### config.mk
export PLATFORM = sky130hd
export DESIGN_NAME = spi_buf_ctrl
export DESIGN_NICKNAME = d
export VERILOG_FILES = /design/src/rtl/spi_buf_pkg.sv /design/src/rtl/spi_buf_fifo.sv /design/src/rtl/spi_buf_lvlreg.sv /design/src/rtl/spi_buf_irq.sv /design/src/rtl/spi_buf_ctrl.sv
export SDC_FILE = /design/constraint.sdc
export NUM_CORES = 1
export LEC_CHECK = 0
export BUFFER_PORTS_ARGS = -buffer_cell sky130_fd_sc_hd__buf_2
export CAP_MARGIN = 5
export CELL_PAD_IN_SITES_DETAIL_PLACEMENT = 1
export CELL_PAD_IN_SITES_GLOBAL_PLACEMENT = 2
export CORE_MARGIN = 4
export CORE_UTILIZATION = 30
export CTS_CLUSTER_DIAMETER = 80
export DETAILED_ROUTE_END_ITERATION = 6
export GPL_TIMING_DRIVEN = 0
export PLACE_DENSITY_LB_ADDON = 0.1
export REMOVE_ABC_BUFFERS = 1
export SETUP_SLACK_MARGIN = 0.3
export SLEW_MARGIN = 20
export SYNTH_ARGS = -nofsm -noshare
export SYNTH_HDL_FRONTEND = slang
export SYNTH_SLANG_ARGS = --single-unit
### constraint.sdc
create_clock -name clk -period 3.1 [get_ports clk]
set_input_delay 0 -clock clk [delete_from_list [all_inputs] [get_ports clk]]
set_output_delay 0 -clock clk [all_outputs]
set_load 0.01 [all_outputs]
### src/rtl/spi_buf_pkg.sv
// Package: shared register indexes and interrupt bit positions of the
// SPI word buffer. Assumes a 4-bit register index.
package spi_buf_pkg;

    typedef enum logic [3:0] {
        A_TXD    = 4'd0,
        A_RXD    = 4'd1,
        A_TXTHR  = 4'd2,
        A_RXTHR  = 4'd3,
        A_TXLVL  = 4'd4,
        A_RXLVL  = 4'd5,
        A_STAT   = 4'd6,
        A_MASK   = 4'd7,
        A_RAW    = 4'd8,
        A_MSKD   = 4'd9,
        A_CLR    = 4'd10,
        A_DMAEN  = 4'd11,
        A_TXDLVL = 4'd12,
        A_RXDLVL = 4'd13
    } reg_idx_e;

    localparam int NIRQ   = 5;
    localparam int NLVREG = 4;

    // Register index of each level register, slot 0..3
    function automatic logic [3:0] lvl_index(input int slot);
        case (slot)
            0:       return A_TXTHR;
            1:       return A_RXTHR;
            2:       return A_TXDLVL;
            default: return A_RXDLVL;
        endcase
    endfunction

endpackage

### src/rtl/spi_buf_fifo.sv
// Module: spi_buf_fifo
// Circular word queue with an occupancy counter. A push when full and a
// pop when empty are ignored. The flush input empties the queue and wins
// over push and pop. Assumes DEPTH >= 2. Pointers wrap explicitly, so any
// depth works.
module spi_buf_fifo #(
    parameter int DW    = 16,
    parameter int DEPTH = 32,
    localparam int AW   = $clog2(DEPTH),
    localparam int LW   = AW + 1
) (
    input  logic          clk,
    input  logic          rst_n,
    input  logic          flush,
    input  logic          push,
    input  logic [DW-1:0] wdata,
    input  logic          pop,
    output logic [DW-1:0] rdata,
    output logic [LW-1:0] level,
    output logic          full,
    output logic          empty
);

    logic [DW-1:0] mem [DEPTH];
    logic [AW-1:0] wp, rp;
    logic          do_push, do_pop;

    assign full    = (level == LW'(DEPTH));
    assign empty   = (level == '0);
    assign do_push = push && !full && !flush;
    assign do_pop  = pop && !empty && !flush;
    assign rdata   = mem[rp];

    function automatic logic [AW-1:0] nxt(input logic [AW-1:0] p);
        return (p == AW'(DEPTH - 1)) ? '0 : p + 1'b1;
    endfunction

    // Storage write; contents need no reset
    always_ff @(posedge clk) begin
        if (do_push) mem[wp] <= wdata;
    end

    // Pointer and occupancy update
    always_ff @(posedge clk) begin
        if (!rst_n || flush) begin
            wp    <= '0;
            rp    <= '0;
            level <= '0;
        end else begin
            if (do_push) wp <= nxt(wp);
            if (do_pop)  rp <= nxt(rp);
            if (do_push && !do_pop)      level <= level + 1'b1;
            else if (do_pop && !do_push) level <= level - 1'b1;
        end
    end

endmodule

### src/rtl/spi_buf_lvlreg.sv
// Module: spi_buf_lvlreg
// One level/threshold register. A write is kept only when the value is
// below DEPTH. When LOCK_EN is set, writes are also ignored while the
// enable is high. Assumes the write data is at most 32 bits wide.
module spi_buf_lvlreg #(
    parameter int WW      = 16,
    parameter int DEPTH   = 32,
    parameter bit LOCK_EN = 1'b1,
    localparam int AW     = $clog2(DEPTH)
) (
    input  logic          clk,
    input  logic          rst_n,
    input  logic          en,
    input  logic          we,
    input  logic [WW-1:0] wdata,
    output logic [AW-1:0] value
);

    logic in_range, allowed;

    assign in_range = (32'(wdata) < DEPTH);

    generate
        if (LOCK_EN) begin : g_lock
            assign allowed = !en;
        end else begin : g_free
            assign allowed = 1'b1;
        end
    endgenerate

    // Hold the level; accept in-range writes when allowed
    always_ff @(posedge clk) begin
        if (!rst_n)                         value <= '0;
        else if (we && allowed && in_range) value <= AW'(wdata);
    end

endmodule

### src/rtl/spi_buf_irq.sv
// Module: spi_buf_irq
// Sticky error events, the interrupt mask, and the raw and masked
// vectors. A new event in the same cycle wins over a clear. Bit order of
// the vectors: 0 tx low, 1 tx overflow, 2 rx underflow, 3 rx overflow,
// 4 rx high.
module spi_buf_irq
    import spi_buf_pkg::*;
(
    input  logic            clk,
    input  logic            rst_n,
    input  logic            tx_ovf_ev,
    input  logic            rx_und_ev,
    input  logic            rx_ovf_ev,
    input  logic            tx_low,
    input  logic            rx_high,
    input  logic            clr_we,
    input  logic [3:0]      clr_bits,
    input  logic            mask_we,
    input  logic [NIRQ-1:0] mask_wdata,
    output logic [NIRQ-1:0] mask,
    output logic [NIRQ-1:0] raw,
    output logic [NIRQ-1:0] masked,
    output logic            irq
);

    logic tx_ovf_q, rx_und_q, rx_ovf_q;
    logic clr_txo, clr_rxu, clr_rxo;

    assign clr_txo = clr_we && (clr_bits[0] || clr_bits[3]);
    assign clr_rxu = clr_we && (clr_bits[0] || clr_bits[1]);
    assign clr_rxo = clr_we && (clr_bits[0] || clr_bits[2]);

    // Sticky event latches, set over clear
    always_ff @(posedge clk) begin
        if (!rst_n) begin
            tx_ovf_q <= 1'b0;
            rx_und_q <= 1'b0;
            rx_ovf_q <= 1'b0;
        end else begin
            if (tx_ovf_ev)    tx_ovf_q <= 1'b1;
            else if (clr_txo) tx_ovf_q <= 1'b0;
            if (rx_und_ev)    rx_und_q <= 1'b1;
            else if (clr_rxu) rx_und_q <= 1'b0;
            if (rx_ovf_ev)    rx_ovf_q <= 1'b1;
            else if (clr_rxo) rx_ovf_q <= 1'b0;
        end
    end

    // Interrupt mask register
    always_ff @(posedge clk) begin
        if (!rst_n)       mask <= '0;
        else if (mask_we) mask <= mask_wdata;
    end

    assign raw    = {rx_high, rx_ovf_q, rx_und_q, tx_ovf_q, tx_low};
    assign masked = raw & mask;
    assign irq    = |masked;

endmodule

### src/rtl/spi_buf_ctrl.sv
// Module: spi_buf_ctrl (top)
// Transmit and receive word queues of an SPI controller, with register
// access, status, interrupt and DMA request logic. Assumes DW >= the
// level width and DW >= 5. Register reads are combinational from
// reg_addr. A read at A_RXD pops at the clock edge.
module spi_buf_ctrl
    import spi_buf_pkg::*;
#(
    parameter int DW    = 16,
    parameter int DEPTH = 32
) (
    input  logic          clk,
    input  logic          rst_n,
    input  logic          en,
    input  logic          eng_busy,
    input  logic          reg_wr,
    input  logic          reg_rd,
    input  logic [3:0]    reg_addr,
    input  logic [DW-1:0] reg_wdata,
    output logic [DW-1:0] reg_rdata,
    output logic          eng_tx_avail,
    output logic [DW-1:0] eng_tx_data,
    input  logic          eng_tx_take,
    input  logic          eng_rx_push,
    input  logic [DW-1:0] eng_rx_data,
    output logic          irq,
    output logic          tx_dma_req,
    output logic          rx_dma_req
);

    localparam int AW = $clog2(DEPTH);
    localparam int LW = AW + 1;

    logic [LW-1:0]   tx_level, rx_level;
    logic            tx_full, tx_empty, rx_full, rx_empty;
    logic [DW-1:0]   rx_head;
    logic            tx_wr_req, rx_rd_req, rx_push_req;
    logic            tx_ovf_ev, rx_und_ev, rx_ovf_ev;
    logic [AW-1:0]   lvl_val [NLVREG];
    logic [AW-1:0]   tx_thr, rx_thr;
    logic [NIRQ-1:0] mask, raw, masked;
    logic [4:0]      status;
    logic [1:0]      dma_en;

    // Request decode and error events
    assign tx_wr_req   = reg_wr && (reg_addr == A_TXD) && en;
    assign rx_rd_req   = reg_rd && (reg_addr == A_RXD);
    assign rx_push_req = eng_rx_push && en;
    assign tx_ovf_ev   = tx_wr_req && tx_full;
    assign rx_ovf_ev   = rx_push_req && rx_full;
    assign rx_und_ev   = rx_rd_req && rx_empty;

    spi_buf_fifo #(.DW(DW), .DEPTH(DEPTH)) u_txq (
        .clk   (clk),
        .rst_n (rst_n),
        .flush (!en),
        .push  (tx_wr_req),
        .wdata (reg_wdata),
        .pop   (eng_tx_take),
        .rdata (eng_tx_data),
        .level (tx_level),
        .full  (tx_full),
        .empty (tx_empty)
    );

    spi_buf_fifo #(.DW(DW), .DEPTH(DEPTH)) u_rxq (
        .clk   (clk),
        .rst_n (rst_n),
        .flush (!en),
        .push  (rx_push_req),
        .wdata (eng_rx_data),
        .pop   (rx_rd_req),
        .rdata (rx_head),
        .level (rx_level),
        .full  (rx_full),
        .empty (rx_empty)
    );

    // Level registers: slots 0/1 are locked thresholds, 2/3 DMA levels
    generate
        for (genvar gi = 0; gi < NLVREG; gi++) begin : g_lvl
            spi_buf_lvlreg #(.WW(DW), .DEPTH(DEPTH), .LOCK_EN(gi < 2)) u_lvl (
                .clk   (clk),
                .rst_n (rst_n),
                .en    (en),
                .we    (reg_wr && (reg_addr == lvl_index(gi))),
                .wdata (reg_wdata),
                .value (lvl_val[gi])
            );
        end
    endgenerate

    assign tx_thr = lvl_val[0];
    assign rx_thr = lvl_val[1];

    spi_buf_irq u_irq (
        .clk        (clk),
        .rst_n      (rst_n),
        .tx_ovf_ev  (tx_ovf_ev),
        .rx_und_ev  (rx_und_ev),
        .rx_ovf_ev  (rx_ovf_ev),
        .tx_low     (tx_level <= LW'(tx_thr)),
        .rx_high    (rx_level > LW'(rx_thr)),
        .clr_we     (reg_wr && (reg_addr == A_CLR)),
        .clr_bits   (reg_wdata[3:0]),
        .mask_we    (reg_wr && (reg_addr == A_MASK)),
        .mask_wdata (reg_wdata[NIRQ-1:0]),
        .mask       (mask),
        .raw        (raw),
        .masked     (masked),
        .irq        (irq)
    );

    // DMA enable register
    always_ff @(posedge clk) begin
        if (!rst_n)                              dma_en <= 2'b00;
        else if (reg_wr && reg_addr == A_DMAEN)  dma_en <= reg_wdata[1:0];
    end

    assign tx_dma_req   = dma_en[1] && (tx_level <= LW'(lvl_val[2]));
    assign rx_dma_req   = dma_en[0] && (rx_level > LW'(lvl_val[3]));
    assign eng_tx_avail = !tx_empty;
    assign status       = {rx_full, rx_empty, tx_empty, tx_full, eng_busy};

    // Register read multiplexer; empty receive read yields zero
    always_comb begin
        reg_rdata = '0;
        case (reg_addr)
            A_RXD:    reg_rdata = rx_empty ? '0 : rx_head;
            A_TXTHR:  reg_rdata = DW'(tx_thr);
            A_RXTHR:  reg_rdata = DW'(rx_thr);
            A_TXLVL:  reg_rdata = DW'(tx_level);
            A_RXLVL:  reg_rdata = DW'(rx_level);
            A_STAT:   reg_rdata = DW'(status);
            A_MASK:   reg_rdata = DW'(mask);
            A_RAW:    reg_rdata = DW'(raw);
            A_MSKD:   reg_rdata = DW'(masked);
            A_DMAEN:  reg_rdata = DW'(dma_en);
            A_TXDLVL: reg_rdata = DW'(lvl_val[2]);
            A_RXDLVL: reg_rdata = DW'(lvl_val[3]);
            default:  reg_rdata = '0;
        endcase
    end

endmodule

### Yosys cells after proc, flatten, opt, wreduce, memory -nomap -nowiden

Memories as Yosys holds them, arrays and structs flattened. A register that Yosys moved wholly into a read port is not among the register bits.
Index checks and enable logic that the tools add are counted.

| word-level totals | value |
|---|---|
| memory bits (writable) | 1,024 |
| input port bits | 44 |
| memories | 2 |
| bits in registers | 62 |

Memories:

| memory | depth | width | rd ports | clocked after Yosys merged registers in | wr ports | line | source |
|---|---|---|---|---|---|---|---|
| u_rxq.mem | 32 | 16 | 1 | 1 | 1 | spi_buf_fifo.sv:24 | `logic [DW-1:0] mem [DEPTH];` |
| u_txq.mem | 32 | 16 | 1 | 1 | 1 | spi_buf_fifo.sv:24 |  |

| cells by class | value |
|---|---|
| reduce and logical (&&, ||, !) cells | 60 |
| bitwise gates (word level) | 1 |
| muxes and demuxes | 24 |
| $lt $le $gt $ge | 5 |
| equality and inequality tests | 19 |
| add/sub/neg operators | 8 |

Operators by type and width:

| kind | number |
|---|---|
| $pmux 16 s12 | 1 |
| $mux 5 | 8 |
| $logic_and 1x1->1 | 37 |
| $eq 4x4->1 const B | 6 |
| $mux 6 | 4 |
| $add 5x1->5 const B | 4 |
| $eq 5x5->1 const B | 4 |
| $eq 4x3->1 const B | 4 |
| $lt 16x6->1 const B | 1 |
| $mux 16 | 1 |
| $add 6x1->6 const B | 2 |
| $eq 6x6->1 const B | 2 |
| $gt 6x5->1 | 2 |
| $le 6x5->1 | 2 |
| $logic_not 6->1 | 2 |
| $sub 6x1->6 const B | 2 |
| $logic_not 1->1 | 10 |
| $mux 1 | 10 |
| $reduce_bool 2->1 | 5 |
| $eq 4x2->1 const B | 2 |
| $and 5x5->5 | 1 |
| $reduce_or 5->1 | 1 |
| $eq 4x1->1 const B | 1 |
| $logic_not 4->1 | 1 |
| $logic_or 1x1->1 | 4 |

### Depth between registers and ports, before layout

Gate-level depths: netlist of the first run.

| logic depth | value |
|---|---|
| depth in word-level cells | 9 |
| mapped depth | 14 |
| depth with buffers taken out | 13 |

### Hierarchy

A second synthesis of the first run with hierarchy kept.

| unflattened totals | value |
|---|---|
| cell total of the unflattened synthesis | 2,509 |
| area, all modules | 44,320.0 um^2 |

Modules (own cells, without submodules):

| module | cells each | instances | area each (um^2) |
|---|---|---|---|
| spi_buf_fifo | 1,088 | 2 | 20,810.0 |
| spi_buf_ctrl | 183 | 1 | 1,367.6 |
| spi_buf_lvlreg at g_lvl[0].u_lvl ... | 27 | 2 | 235.2 |
| spi_buf_lvlreg at g_lvl[2].u_lvl ... | 26 | 2 | 230.2 |
| spi_buf_irq | 44 | 1 | 401.6 |

### Worst setup path before layout of the first run

Ideal clock, no wire load.

| timing path | value |
|---|---|
| path type | reg2reg |
| start | register u_txq.level[0] |
| end | register u_txq.level[5] |
| clock period less this slack | 3.049 ns |
| data arrival time | 2.921 ns |
| stages on the path, launching flop included | 13 |
| setup slack | 0.051 ns |
| cell sequence | dfxtp_1 -> nor4_1 -> or3b_2 -> nand3_1 -> ha_1 -> inv_1 -> ha_1 -> nor4_1 -> a41o_1 -> a31oi_1 -> o311ai_0 -> xnor2_1 -> nor2_1 |

| on the way | value |
|---|---|
| word-level cells in the longest chain between the ends | 7 |

Ends and longest elaborated chain:

| what | line | source |
|---|---|---|
| start: declaration | spi_buf_fifo.sv:19 | `output logic [LW-1:0] level,` |
| start signal: assignment | spi_buf_fifo.sv:52 | `if (do_push && !do_pop) level <= level + 1'b1;` |
| start signal: assignment | spi_buf_fifo.sv:53 | `else if (do_pop && !do_push) level <= level - 1'b1;` |
| $logic_not 6->1 * | spi_buf_fifo.sv:29 | `assign empty = (level == '0);` |
| $logic_not 1->1 * | -- |  |
| named net eng_tx_avail | spi_buf_ctrl.sv:21 | `output logic eng_tx_avail,` |
| $logic_and 1x1->1 * (2 in series) | spi_buf_fifo.sv:31 | `assign do_pop = pop && !empty && !flush;` |
| $logic_not 1->1 | spi_buf_fifo.sv:52 |  |
| $logic_and 1x1->1 | spi_buf_fifo.sv:52 |  |
| $mux 6 / $reduce_bool 2->1 (equally long branches) | -- |  |

Mark *: on every way through the listed nets, which the timed path passes. The rest lies on a longest branch. The select of a mux whose other input is x is not followed.
A chain may end at the register's enable or synchronous reset.

==> run summary, run 1 <==
The run finished, with violations left. The checks that failed: negative setup slack. The headroom to the max-slew limit came out at 0.378. The initial cell density of the core was 0.303. Uppermost layer routed: met5. The clock arrives with 35.4 ps of skew. The DRC marker count from the first detailed-route iteration was 1486. The number of antenna violations at the first check in global routing came out at 5. The congestion estimate from routability-driven global placement came to 0.736.

From left edge to right edge, the die measures 389 um. At the pin with the least slew margin, the transition time is 933 ps. Port buffering added 79 buffers. The clock-pin slew of the registers on the worst-case setup and hold paths was 60 ps; the final critical delay including setup and external delays was 3210 ps. After detailed routing, the average wire length per cell comes to 27.9 um. The run gives -110 ps as the smallest setup slack after layout.

The required time at the worst-slack endpoint is 3100 ps. The most frequent cell on the critical path was buf_16. For the maximum buffer depth of the clock tree, the log shows 3. The overflow left after global routing was 0; the post-synthesis async set-or-reset flop share was 0. For the worst supply voltage drop on vdd, the log shows 0.399 mV. The ratio of final minimum period to clock period was 1.04. In this run the worst path has a maximum fanout of 7. The cell family with the largest share of critical-path delay was buffers and inverters. In this run, distinct cell masters in the synthesized netlist total 69. Standard cell with the maximum stage delay on the critical path: mux4_2.

In this run the cell area of the synthesized design comes to 43500 um2. The run gives 0 as the max-slew violation count. The power per standard cell area is 571 nW/um2, and the share of the synthesized area in the top cell type is 0.706. The final count of hold timing violations came out at 0.

During I/O placement, the number of pins put on the boundary was 80. The die covers 151000 um2. The tree is rooted in a clkbuf_16. The setup path with the least slack is of type flip-flop to output pin. Number of sinks on the clock net: 1096. The pin count of the biggest net entering global routing was 42; the first-pass GRT wire length was 180000 um.

The logs give 134 ps for the final hold slack and 139 for the number of core rows. Sum of buffers and inverters on the critical path: 6. Averaged over all synthesized cells, the footprint is 20.7 um2.

The detailed route wirelength on metal3 is 4080 um, and the vertical die dimension is 389 um. For the clock latency reported for the late side of the worst-skew pair, the log shows 750 ps. Before CTS, the worst setup slack after placement is -737 ps.

Using the TritonRoute via totals, the vias-per-cell ratio works out to 4.96. The tools report the gate count after technology mapping as 2108. The DRC violation count after routing came out at 0. The via total after detailed routing was 22.2k; the number of levels the H-tree was split into was 4.

Library cell occupying the most area in the post-synthesis netlist: edfxtp_1. Static timing analysis puts the maximum clock frequency at 0.312 GHz. The final number of setup-violating endpoints is 12, and the number of synthesized register bits is 1096. The tools report the count of warnings emitted by yosys as 0. For this run, the post-layout net count is 2563.

Detailed placement ended at an HPWL of 73600 um. In this run, placement finished with an instance count of 4042. The length of routed met2 wiring is 65200 um, and the sequential element share of the synthesized area is 0.739. Predominant post-synthesis flop cell: edfxtp_1. STA puts the critical path data arrival time at 3210 ps. The worst hold path class was input port to flip-flop.

The logs give 0.166 for the overall global routing resource usage and 5 for the number of detailed-routing iterations run before antenna repair. The number of global-route vias before repair is 24.6k, and the fraction of final layout cells sized beyond drive strength 1 is 0.382. Setup repair after global routing could not meet its margin everywhere. The finished layout holds 4478 standard cells, fillers aside. Summed over all cells, the static leakage comes to 17.3 nW. The startpoint type of the worst setup path was a flip-flop. After detailed routing, the wire length on met1 is 51900 um.

On the worst path, the slowest cell contributes a delay of 510 ps. The layout-stage area growth over the synthesis result came out at 27.9%. TritonCTS built the clock tree. After floorplanning, the core was sized to cover 144000 um2.

The tools report the routed wire length as 125000 um. Counting flops with a built-in enable in the synthesized netlist gives 1024. The residual antenna-violating net count after detailed routing is 0. Sorting the synthesized cells by area gives the leading types as edfxtp_1 71%, mux4_2 16%, dfxtp_1 3.3%. The worst setup path is captured at an output pin. Clock tree synthesis inserted a total of 132 buffers. For the count of maximum capacitance violations, the log shows 0. The signal on the critical path passes through buf_16 > buf_16 > buf_12 > buf_16 > buf_12 > mux4_2 > a22oi_2 > a21oi_2 > or3_4 > buf_6.
==> what timing repair did <==
item,4_1_cts,5_1_grt
setup endpoints to repair,1068,154
hold buffers,47,0
endpoints found under the hold margin,1094,0
pin swaps,54,39
cloned,22,2
setup buffers,98,31
resized for setup,218,33
==> cell families after synthesis <==
logic type / after synthesis / synth area share
AO/OA/AOI/OAI: 144 / 0.0212
XOR/XNOR: 10 / 0.00201
adder cells (fa/ha/maj): 46 / 0.0136
buffers and inverters: 147 / 0.0150
flip-flops: 1096 / 0.739
multiplexers: 374 / 0.175
AND/OR/NAND/NOR: 291 / 0.0336
==> cell type report <==
type,count,area [um2]
Multi-Input combinational cell,865,11800
Inverter,41,190
Antenna cell,2,5.00
Clock inverter,64,649
Sequential cell,1096,32200
Tap cell,1903,2380
Timing Repair Buffer,337,4890
Fill cell,13600,88100
Clock buffer,170,3520
==> where the power goes <==
group          leakage, nW  switching [mW]  internal, mW  total [mW]
clock                 2.01            6.20          8.66        14.9
combinational         5.49           0.481         0.253       0.734
sequential            9.80          0.0192          16.2        16.2
==> cell usage in the layout (no fill, tap or decap), types with 13 or more instances in the layout <==
master / count
a21oi_1: 28
buf_12: 58
buf_16: 70
buf_2: 54
buf_4: 60
buf_6: 36
clkbuf_1: 33
clkbuf_16: 136
clkinv_1: 28
clkinv_2: 13
dfxtp_1: 53
dfxtp_4: 13
dlygate4sd3_1: 46
edfxtp_1: 1024
ha_1: 36
inv_1: 25
mux2_4: 16
mux2i_1: 42
mux4_2: 309
nand2_1: 39
nand3_1: 17
nor2_1: 43
nor2_4: 64
nor2b_1: 38
o21ai_0: 21
==> synthesized netlist by cell type, types with 8 or more instances <==
cell,count
a22oi_1,14
ha_1,44
buf_1,15
edfxtp_1,1024
nand3_1,22
nor2_1,108
a31oi_1,10
nand3b_1,9
clkbuf_1,48
mux2i_1,44
nand2_1,49
and3_1,8
buf_2,31
a221oi_1,8
inv_1,37
nor2b_1,40
a21oi_1,39
o21ai_1,10
mux4_2,309
o21ai_0,25
mux2_2,21
dfxtp_1,72
nor3_1,8
==> worst min-delay path, cell delays in order <==
cell     delay, ps
buf_2          260
nand2_1        210
nor2_2         130
mux2i_1        160
nor2b_1         50
==> path summary, 6_finish.rpt <==
kind / slack [ps] / start / to / cells past startpoint
max reg2reg: 150 / u_txq.level[3] / u_txq.level[4] / 13
min reg2reg: 520 / u_rxq.rp[3] / flip-flop / 2
max: -110 / flip-flop / reg_rdata[1] / 10
min: 130 / reg_addr[1] / g_lvl[1].u_lvl.value[4] / 5
==> metrics by stage <==
step | util | TNS (ps) | cell area, um2 | power [mW]
5_1_grt | 0.387 | -3340 | 55700 | 33.0
3_5_place_dp | 0.332 | -166630 | 47800 | 17.1
6_report | 0.387 | -514 | 55700 | 31.8
2_1_floorplan | - | -112830 | 43000 | 16.7
3_3_place_gp | 0.319 | -1156200 | 45800 | 17.1
4_1_cts | 0.384 | -2740 | 55200 | 32.3
==> metal layers <==
metal | vias up | GRT usage
li1 | 9514 | -
met1 | 12100 | 0.206
met2 | 441 | 0.294
met3 | 204 | 0.0281
met4 | 2 | 0.0579
met5 | - | 0
==> registers in the layout (all words and copies together) (netlist names), 5 cells and up, named ones only <==
signal / count
u_rxq.rp: 5
u_txq.mem: 512
u_txq.wp: 5
u_rxq.level: 6
g_lvl.u_lvl.value: 20
u_rxq.mem: 512
u_txq.rp: 5
u_rxq.wp: 5
u_irq.mask: 5
u_txq.level: 6
Power figures use the tool's default switching activity.
==> run 2, diff against run 1 <==
SKIP_CTS_REPAIR_TIMING = 1   (was unset)
SYNTH_HIERARCHICAL = 1   (was unset)
==> run 2 against run 1 <==
  * The flow finishes with violations (negative hold slack, negative setup slack)
  * Wire length grew 2.6%
  * Power down 1.7%
  * Non-clock buffer count shrank 53
  * Utilization decreased by 1.6 points
  * Clock power down 3%
  * Critical path depth decreased by 2
  * Worst setup slack lost 51 ps
  * Cell count increased by 7.3%
  * Clock-buffer cell count down 6
  * Via count grew 8.8%
==> run summary, run 2 <==
The maximum buffer depth of the clock tree is 3 (unchanged). The library cell used most frequently in the layout, excluding fill and tap cells, is edfxtp_1. In this run the clock root is driven by a clkbuf_16. The filler cell count in the final layout is 14.3k (+5.0%).

The die boundary width works out to 392 um (+0.87%). The ratio of final minimum period to clock period is 1.05 (+0.0164), and the area taken by multi-input logic gates is 12300 um2 (+4.3%). The clock buffer count from CTS came out at 130 (-1.5%). The number of core rows is 140 (+0.72%). The data arrival time of the critical path was 3260 ps (+50 ps); the post-placement worst setup slack was -452 ps (+285 ps). The clock-pin slew of the registers on the worst-case setup and hold paths came out at 60 ps (about the same). The vertical die dimension was 392 um (+0.87%).

The tools report the I/O pin total as 80 (unchanged). The tools report the final hold slack as -22.2 ps (-156 ps). The number of synthesized register bits came out at 1096 (unchanged). In the post-synthesis netlist, the cell with the most instances is edfxtp_1. For this design, the slowest cell found on the critical path is mux4_2.

The number of levels the H-tree was split into came out at 4 (unchanged). The final critical delay including setup and external delays is 3260 ps (+50.9 ps), and the storage element area is 32300 um2 (about the same). The detail-routed net length per standard cell was 26.7 um (-4.4%). The number of enable flip-flop cells after synthesis is 1024 (unchanged), and the placement-stage cell area is 47800 um2 (about the same). The fraction of final layout cells sized beyond drive strength 1 came out at 0.271 (-0.111).

The tools report the headroom to the max-slew limit as 0.318 (-0.0603). The count of buffers from port buffering is 79 (unchanged), and the layout-stage area growth over the synthesis result is 22.4%. In this run the worst hold path is classified as input port to flip-flop. The power per standard cell area works out to 576 nW/um2 (+0.95%). The post-layout utilization of the core was 0.371 (-0.0165). The predominant post-synthesis flop cell was edfxtp_1. The tools report the final number of setup-violating endpoints as 5 (-7). For the gate count after technology mapping, the log shows 2509 (+19%). The count of warnings emitted by yosys was 6 (+6); the DRC violation count after routing was 0 (unchanged). The post-DP HPWL was 79400 um (+7.9%). The core region area is 146000 um2 (+1.7%).

The final reports fail on negative hold slack, negative setup slack. The tools report the max-slew violation count as 0 (unchanged). STA classifies the critical path endpoint as an output pin. The smallest setup slack after layout came out at -161 ps (-50.9 ps). The worst setup path is of the flip-flop to output pin kind. The final count of hold timing violations was 5 (+5); the share of the synthesized area in the top cell type was 0.694 (-0.0124). The clock skew was 23.5 ps (-11.9 ps). The fmax was 0.307 GHz (-1.6%). The required time at the worst-slack endpoint came out at 3100 ps (about the same).

Number of vias per cell: 5.03 (+1.4%). The logs give 0.758 (+3.0%) for the routability congestion estimate and 128000 um (+2.6%) for the routed wire length. The tools report the worst supply voltage drop on vdd as 0.386 mV (-3.2%). The flow ran to the end, but the final reports show violations.

The tools report the initial cell density of the core as 0.303 (about the same). The slew at the pin with the worst max-slew slack was 1020 ps (+90.5 ps); the via total after detailed routing was 24.2k (+8.8%). In the final layout, the registers with the most flip-flops are u_rxq/mem x512, u_txq/mem x512, g_lvl.u_lvl/value x20. TritonCTS built the clock tree. Worst-path maximum fanout: 6 (-1).

The number of detailed-routing iterations run before antenna repair came out at 5 (unchanged). The residual antenna-violating net count after detailed routing is 0 (unchanged), and the overall global routing resource usage is 0.162 (-0.00424). The number of nets in the layout was 2873 (+12%). The signal on the critical path passes through buf_12 > buf_4 > mux4_2 > a22oi_2 > nand4_1 > a221oi_2 > o211ai_1 > buf_2. The count of cell types in the netlist is 71 (+2.9%), and the number of sinks on the clock net is 1096 (unchanged).

The startpoint type of the worst setup path is a flip-flop. The peak per-stage delay on the critical path was 500 ps (about the same). The logs give 154000 um2 (+1.8%) for the die area and 750 ps (about the same) for the clock latency reported for the late side of the worst-skew pair. The number of antenna violations at the first check in global routing is 5 (unchanged), and the leakage dissipation is 16.5 nW (-4.5%).

The library cells used most frequently in the layout, excluding fill and tap cells, are 1024 x edfxtp_1, 295 x mux2i_1, 148 x a22oi_1. The post-route standard cell area excluding fillers was 54200 um2 (-2.6%); the pin count of the biggest net entering global routing was 58 (+38%). The tools report the count of maximum capacitance violations as 0 (unchanged). Setup repair after global routing could not meet its margin everywhere. The logs give 44300 um2 (+1.8%) for the cell area after synthesis and 180000 um (+0.12%) for the first-pass GRT wire length. The post-synthesis async set-or-reset flop share was 0 (unchanged); the sequential element share of the synthesized area was 0.726 (-0.0130). The logs give 1400 (-5.8%) for the DRC marker count from the first detailed-route iteration and 25.3k (+2.8%) for the number of global-route vias before repair.

Yosys attributes the largest share of cell area to edfxtp_1 69%, mux2i_1 6.7%, mux4_2 6.6%. The post-synthesis area per instance came out at 17.7 um2 (-14%). Counting instances in the post-synthesis netlist gives the leading cell types as 1024 x edfxtp_1, 295 x mux2i_1, 194 x a22oi_1.

The largest total area in the synthesized netlist belongs to edfxtp_1. The overflow left after global routing was 0 (unchanged).
[run 2: path summary, 6_finish.rpt]
kind                        endpoint  slack [ps]  cells past startpoint               startpoint
max                     reg_rdata[0]        -160                      8                flip-flop
min          g_lvl[2].u_lvl/value[0]         -20                      3                    rst_n
min reg2reg  g_lvl[1].u_lvl/value[4]         470                      2  g_lvl[1].u_lvl/value[4]
max reg2reg           u_rxq/level[4]         210                     10           u_rxq/level[1]
[run 2: metrics by stage]
stage | instances | TNS (ps) | hold WS, ps | power (mW)
floorplan | 2364 | -125280 | 92.6 | 16.6
global placement | 4360 | -1098320 | 430 | 17.0
detailed placement | 4417 | -2040 | 441 | 17.1
CTS | 4649 | -21710 | -368 | 31.7
global route | 4798 | -1430 | 0.856 | 32.5
finish | 4805 | -330 | -22.2 | 31.2
[run 2: kinds of logic after synthesis]
group | count (synthesis) | synth area share
xor gates and xnor gates | 6 | 0.00119
DFF | 1096 | 0.726
muxes | 429 | 0.133
adders and majority gates | 48 | 0.0139
and+or+nand+nor | 448 | 0.0539
buffers and inverters | 185 | 0.0193
AOI/OAI and AO/OA | 297 | 0.0519
[run 2: worst max-delay path: cells and delay by family, from the launching register on]
family                 cells  cell delay [ps]
AOI/OAI and AO/OA          3              870
buffers and inverters      3              400
DFF                        1              390
and+or+nand+nor            1              370
muxes                      1              500
[run 2: per-layer routing]
metal  GRT usage  routed length (um)  part of all wire
met5           0                   0                 0
met4      0.0570                3590             0.028
met3      0.0278                4150             0.032
met2       0.274               64200              0.50
met1       0.210               56300              0.44
[run 2: final cells by class]
class                   instances  share of cell area
well taps                    1917              0.0442
diodes                          7            0.000323
inverters                      40             0.00305
clock inverters                68              0.0101
repair buffers                284              0.0561
clock buffers                 164              0.0643
flip-flops and latches       1096               0.595
multi-input cells            1229               0.227
[run 2: report_power, final]
part / internal, mW / total, mW / switching (mW)
clock: 8.41 / 14.4 / 6.03
sequential: 16.2 / 16.2 / 0.0135
combinational: 0.166 / 0.627 / 0.461
